$ cat src/rtl/eins_pkg.sv
package eins_pkg;
  typedef enum logic [1:0] {
    EW_BYTE = 2'd0,
    EW_HALF = 2'd1,
    EW_WORD = 2'd2,
    EW_DBL  = 2'd3
  } ew_e;

  localparam int LANE_W = 128;
  localparam int OFF_W  = $clog2(LANE_W);
endpackage

$ cat src/rtl/eins_decode.sv
module eins_decode
  import eins_pkg::*;
(
  input  logic [7:0]        imm,
  input  ew_e               ew,
  output logic [OFF_W-1:0]  ins_off,
  output logic [OFF_W-1:0]  ext_off,
  output logic [LANE_W-1:0] elem_mask
);
  logic [3:0] idx_mask;
  logic [3:0] ins_idx;
  logic [3:0] ext_idx;

  always_comb begin
    unique case (ew)
      EW_BYTE: begin idx_mask = 4'hF; elem_mask = {{(LANE_W-8){1'b0}},  {8{1'b1}}};  end
      EW_HALF: begin idx_mask = 4'h7; elem_mask = {{(LANE_W-16){1'b0}}, {16{1'b1}}}; end
      EW_WORD: begin idx_mask = 4'h3; elem_mask = {{(LANE_W-32){1'b0}}, {32{1'b1}}}; end
      default: begin idx_mask = 4'h1; elem_mask = {{(LANE_W-64){1'b0}}, {64{1'b1}}}; end
    endcase
    ins_idx = imm[7:4] & idx_mask;
    ext_idx = imm[3:0] & idx_mask;
    // bit offset = index * 8 * 2^ew; masked index keeps this below LANE_W
    ins_off = OFF_W'({ins_idx, 3'b000}) << ew;
    ext_off = OFF_W'({ext_idx, 3'b000}) << ew;
  end
endmodule

$ cat src/rtl/eins_lane.sv
module eins_lane
  import eins_pkg::*;
(
  input  logic              lane_en,
  input  logic [LANE_W-1:0] dst,
  input  logic [LANE_W-1:0] src,
  input  logic [OFF_W-1:0]  ins_off,
  input  logic [OFF_W-1:0]  ext_off,
  input  logic [LANE_W-1:0] elem_mask,
  output logic [LANE_W-1:0] res
);
  logic [LANE_W-1:0] picked;
  logic [LANE_W-1:0] placed;
  logic [LANE_W-1:0] hole;

  always_comb begin
    picked = (src >> ext_off) & elem_mask;
    placed = picked << ins_off;
    hole   = ~(elem_mask << ins_off);
    res    = lane_en ? ((dst & hole) | placed) : '0;
  end
endmodule

$ cat src/rtl/eins_stage.sv
module eins_stage #(
  parameter int W = 256
) (
  input  logic         clk,
  input  logic         rst_n,
  input  logic         up_valid,
  output logic         up_ready,
  input  logic [W-1:0] up_data,
  output logic         dn_valid,
  input  logic         dn_ready,
  output logic [W-1:0] dn_data
);
  assign up_ready = !dn_valid || dn_ready;

  always_ff @(posedge clk) begin
    if (!rst_n) begin
      dn_valid <= 1'b0;
    end else if (up_ready) begin
      dn_valid <= up_valid;
    end
  end

  always_ff @(posedge clk) begin
    if (up_valid && up_ready) dn_data <= up_data;
  end
endmodule

$ cat src/rtl/vec_extract_insert.sv
module vec_extract_insert
  import eins_pkg::*;
#(
  parameter int VLEN = 256
) (
  input  logic            clk,
  input  logic            rst_n,
  input  logic            in_valid,
  output logic            in_ready,
  input  logic [VLEN-1:0] in_dst,
  input  logic [VLEN-1:0] in_src,
  input  logic [7:0]      in_imm,
  input  logic [1:0]      in_ew,
  input  logic            in_wide,
  output logic            out_valid,
  input  logic            out_ready,
  output logic [VLEN-1:0] out_data
);
  localparam int NLANES = VLEN / LANE_W;

  logic [OFF_W-1:0]  ins_off;
  logic [OFF_W-1:0]  ext_off;
  logic [LANE_W-1:0] elem_mask;
  logic [VLEN-1:0]   merged;

  eins_decode u_dec (
    .imm       (in_imm),
    .ew        (ew_e'(in_ew)),
    .ins_off   (ins_off),
    .ext_off   (ext_off),
    .elem_mask (elem_mask)
  );

  for (genvar l = 0; l < NLANES; l++) begin : g_lane
    logic en;
    assign en = (l == 0) || in_wide;
    eins_lane u_lane (
      .lane_en   (en),
      .dst       (in_dst[l*LANE_W +: LANE_W]),
      .src       (in_src[l*LANE_W +: LANE_W]),
      .ins_off   (ins_off),
      .ext_off   (ext_off),
      .elem_mask (elem_mask),
      .res       (merged[l*LANE_W +: LANE_W])
    );
  end

  eins_stage #(.W(VLEN)) u_stage (
    .clk      (clk),
    .rst_n    (rst_n),
    .up_valid (in_valid),
    .up_ready (in_ready),
    .up_data  (merged),
    .dn_valid (out_valid),
    .dn_ready (out_ready),
    .dn_data  (out_data)
  );
endmodule

$ cat config.mk
export PLATFORM = sky130hd
export DESIGN_NAME = vec_extract_insert
export DESIGN_NICKNAME = d
export VERILOG_FILES = /design/src/rtl/eins_pkg.sv /design/src/rtl/eins_decode.sv /design/src/rtl/eins_lane.sv /design/src/rtl/eins_stage.sv /design/src/rtl/vec_extract_insert.sv
export SDC_FILE = /design/constraint.sdc
export NUM_CORES = 1
export LEC_CHECK = 0
export BUFFER_PORTS_ARGS = -buffer_cell sky130_fd_sc_hd__buf_2
export CAP_MARGIN = 20
export CORE_AREA = 10 10 301 303
export DETAILED_ROUTE_END_ITERATION = 10
export DIE_AREA = 0 0 311 313
export PLACE_DENSITY = 0.51
export SYNTH_ARGS = -nofsm -noshare
export SYNTH_HDL_FRONTEND = slang
export SYNTH_SLANG_ARGS = --single-unit
$ cat constraint.sdc
create_clock -name clk -period 8.2 [get_ports clk]
set_input_delay 1.64 -clock clk [delete_from_list [all_inputs] [get_ports clk]]
set_output_delay 1.64 -clock clk [all_outputs]
set_load 0.005 [all_outputs]
==> results.md <==
## Synth
* 36.1% — share of synthesized area occupied by flip-flops and latches
* 2,353 — Syn Inst Count
* 9.08 um2 — mean post-synth cell area
* 257 — Seq cells post-synth
* 2,880 — syn nets
* 0 — Ys Warns
* 256 — number of enable-type register cells in the synthesized netlist
* sky130_fd_sc_hd__edfxtp_1 — Top FF cell, synth
* 81 — Netlist cell types
* 0.0214 mm2 — Post-Synthesis Cell Area
* 0% — share of synthesized flip-flops with an asynchronous set or reset

## Floorplan
* 25.2% — Initial Utilization
* 785 — I/O pin total
* 107 — number of rows in the core area
* 0.0973 mm2 — overall die area
* 313 um — die outline height
* 311 um — DIE WIDTH
* 0.0846 mm2 — core box area

## Placement
* 0.0265 mm2 — Placed Area
* 121,000 um — DP HPWL
* 784 — I/O Buffers
* 0.990 — final weighted congestion of routability-driven global placement

## Worst setup path
* flip-flop — crit end category
* 6.26 ns — arrival time of the worst setup path
* 42 — CP Max Fanout
* primary input — Worst setup SP type
* 8.45 ns — required time of the worst setup path
* primary input to flip-flop — critical path class

## Global routing
* 29.1% — GRT Total Usage
* 205,000 um — global-route wire length before repair
* 132 — largest net degree at the start of global routing
* 0 — residual overflow from global routing
* 52 — initial antenna violation count
* 24,211 — vias in the first global route

## Final layout
* 35.0% — proportion of layout cells with a drive suffix above 1
* 28.7% — signed area change from the synthesized netlist to the final layout
* 0.0275 mm2 — total non-filler cell area in the finished layout
* 783 x sky130_fd_sc_hd__buf_2, 424 x sky130_fd_sc_hd__nand2_1, 256 x sky130_fd_sc_hd__edfxtp_1 — top library cells by usage in the layout, fill and taps aside
* 9,143 — Filler cells
* 3,553 — Layout Nets
* sky130_fd_sc_hd__buf_2 — leading cell type in the layout, fill and taps excluded

## Drt
* 8 — number of iterations in the first detailed-routing pass
* 0 — Antenna Violating Nets Remaining
* 3,733 — detailed router's first-iteration violation count
* 25,327 — total vias in the final route
* 0 — residual DRC count
* 35.9 um — mean routed wirelength per cell
* 151,000 um — Post-Route WL
* 6.02 — mean number of vias per cell

## Timing
* 1.22 ns — worst-margin pin slew
* 0 — hold violation total from the final report
* 0.0125 ns — Clock Skew
* 0 — # setup viols final
* 0 ns — TNS Setup
* false — unrepaired setup endpoints after global routing
* 73.3% — portion of the clock cycle consumed by the worst path in the final layout
* 6.01 ns — shortest clock period the worst path allows after layout
* 0.166 GHz — fmax
* 18.8% — max_slew headroom
* 0 — total count of max-transition violations in the final report

## Clock network
* 3 — deepest clock path buffer count
* sky130_fd_sc_hd__clkbuf_16 — Root Buffer Master
* 28 — number of CTS-inserted buffers
* 0 — post-CTS repair timing setup buffer count
* 1 — Clock H-tree levels
* 0 — number of buffers inserted for hold repair after clock tree synthesis
* yes — CTS tree
* 0.56 ns — clock latency on the worst-skew pair
* 0.06 ns — register clock-pin slew on the reported worst setup and hold paths
* 257 — CTS Sinks
* 0 — number of gates given a new drive strength after cts

## Run
* 0 — count of max-cap constraint violations

## Pwr
* 11.4 nW — Leakage Power
* 175 mW/mm2 — Power per Cell Area
* 0.123 mV — maximum vdd ir drop

## Worst hold path
* flip-flop to flip-flop — worst hold path type

## Status
* finished, final reports clean — status

worst max-delay path, stage by stage:
cell and delay, ns:
sky130_fd_sc_hd__buf_2 0.63, sky130_fd_sc_hd__buf_4 0.57, sky130_fd_sc_hd__o21a_2 0.89, sky130_fd_sc_hd__nor2_1 0.46
sky130_fd_sc_hd__a221o_1 0.66, sky130_fd_sc_hd__a221oi_1 1.09, sky130_fd_sc_hd__o21ai_0 0.27
area by class of cell:
| cell class | instances | area (um2) | area share [%] |
|---|---|---|---|
| antenna | 18 | 45.0 | 0.164 |
| clock buffer | 32 | 737 | 2.68 |
| clock inverter | 17 | 173 | 0.628 |
| inverter | 23 | 86.3 | 0.314 |
| multi-input combinational | 1856 | 12700 | 46.3 |
| sequential | 257 | 7710 | 28.0 |
| tap | 1144 | 1430 | 5.21 |
| timing repair buffer | 860 | 4570 | 16.6 |
sequential cells by signal, indices dropped and copies added (netlist names):
signal and flops:
u_stage.dn_data 256, u_stage.dn_valid 1
power breakdown:
part / total (mW) / internal, mW / switching [mW]
sequential: 1.65 / 1.61 / 0.0474
clock: 1.31 / 0.738 / 0.567
combinational: 1.85 / 0.600 / 1.25
through the flow:
step	worst slack, ns	util [%]	instances	hold slack (ns)	total power, mW
after floorplan	2.82	-	2353	0.536	2.53
after global placement	1.97	31.3	4136	0.524	3.47
after detailed placement	1.80	31.3	4138	0.530	3.47
after CTS	2.42	32.4	4187	0.539	4.77
after global routing	2.17	32.5	4197	0.581	4.94
final	2.19	32.5	4207	0.540	4.81
layer usage:
| layer | wire [um] | global-route usage [%] | vias up | share of wire [%] |
|---|---|---|---|---|
| met1 | 60100 | 37.8 | 12624 | 40 |
| li1 | - | - | 10566 | - |
| met3 | 16200 | 7.87 | 281 | 11 |
| met2 | 69800 | 47.4 | 1794 | 46 |
| met5 | 403 | 0 | - | 0.27 |
| met4 | 4480 | 7.63 | 62 | 3.0 |
path summary, 6_finish.rpt:
kind,startpoint,to,slack (ns),cells past startpoint
setup / recovery,in_ew[0],u_stage.dn_data[63]$_DFFE_PP_,2.19,7
hold / removal,u_stage.dn_valid$_SDFFE_PN0N_,u_stage.dn_valid$_SDFFE_PN0N_,0.54,2
setup reg to reg,u_stage.dn_valid$_SDFFE_PN0N_,u_stage.dn_data[77]$_DFFE_PP_,5.68,3
hold reg to reg,u_stage.dn_valid$_SDFFE_PN0N_,u_stage.dn_valid$_SDFFE_PN0N_,0.54,2
cell usage after synthesis (36+ instances only):
cell | instances | share of area [%]
sky130_fd_sc_hd__edfxtp_1 | 256 | 36
sky130_fd_sc_hd__o22ai_1 | 75 | 2.2
sky130_fd_sc_hd__mux2_2 | 48 | 2.5
sky130_fd_sc_hd__clkbuf_1 | 108 | 1.9
sky130_fd_sc_hd__o21ai_0 | 159 | 3.7
sky130_fd_sc_hd__a22o_1 | 39 | 1.6
sky130_fd_sc_hd__nor2_1 | 158 | 2.8
sky130_fd_sc_hd__a21oi_1 | 128 | 3.0
sky130_fd_sc_hd__mux4_2 | 74 | 7.8
sky130_fd_sc_hd__o211ai_1 | 36 | 1.3
sky130_fd_sc_hd__mux2i_1 | 151 | 7.1
sky130_fd_sc_hd__buf_2 | 74 | 1.7
sky130_fd_sc_hd__nand2_1 | 426 | 7.5
sky130_fd_sc_hd__nand3_1 | 82 | 1.9
sky130_fd_sc_hd__o221ai_1 | 58 | 2.4
sky130_fd_sc_hd__a22oi_1 | 51 | 1.8
cells by family after synthesis:
family          after synthesis  synth area share (%)
compound gates              799                  25.9
fa+ha+maj                     1                0.0469
buf+inv                     240                  4.81
flops                       257                  36.1
mux                         274                  17.5
simple gates                782                  15.6
(Power assumes the default switching activity.)
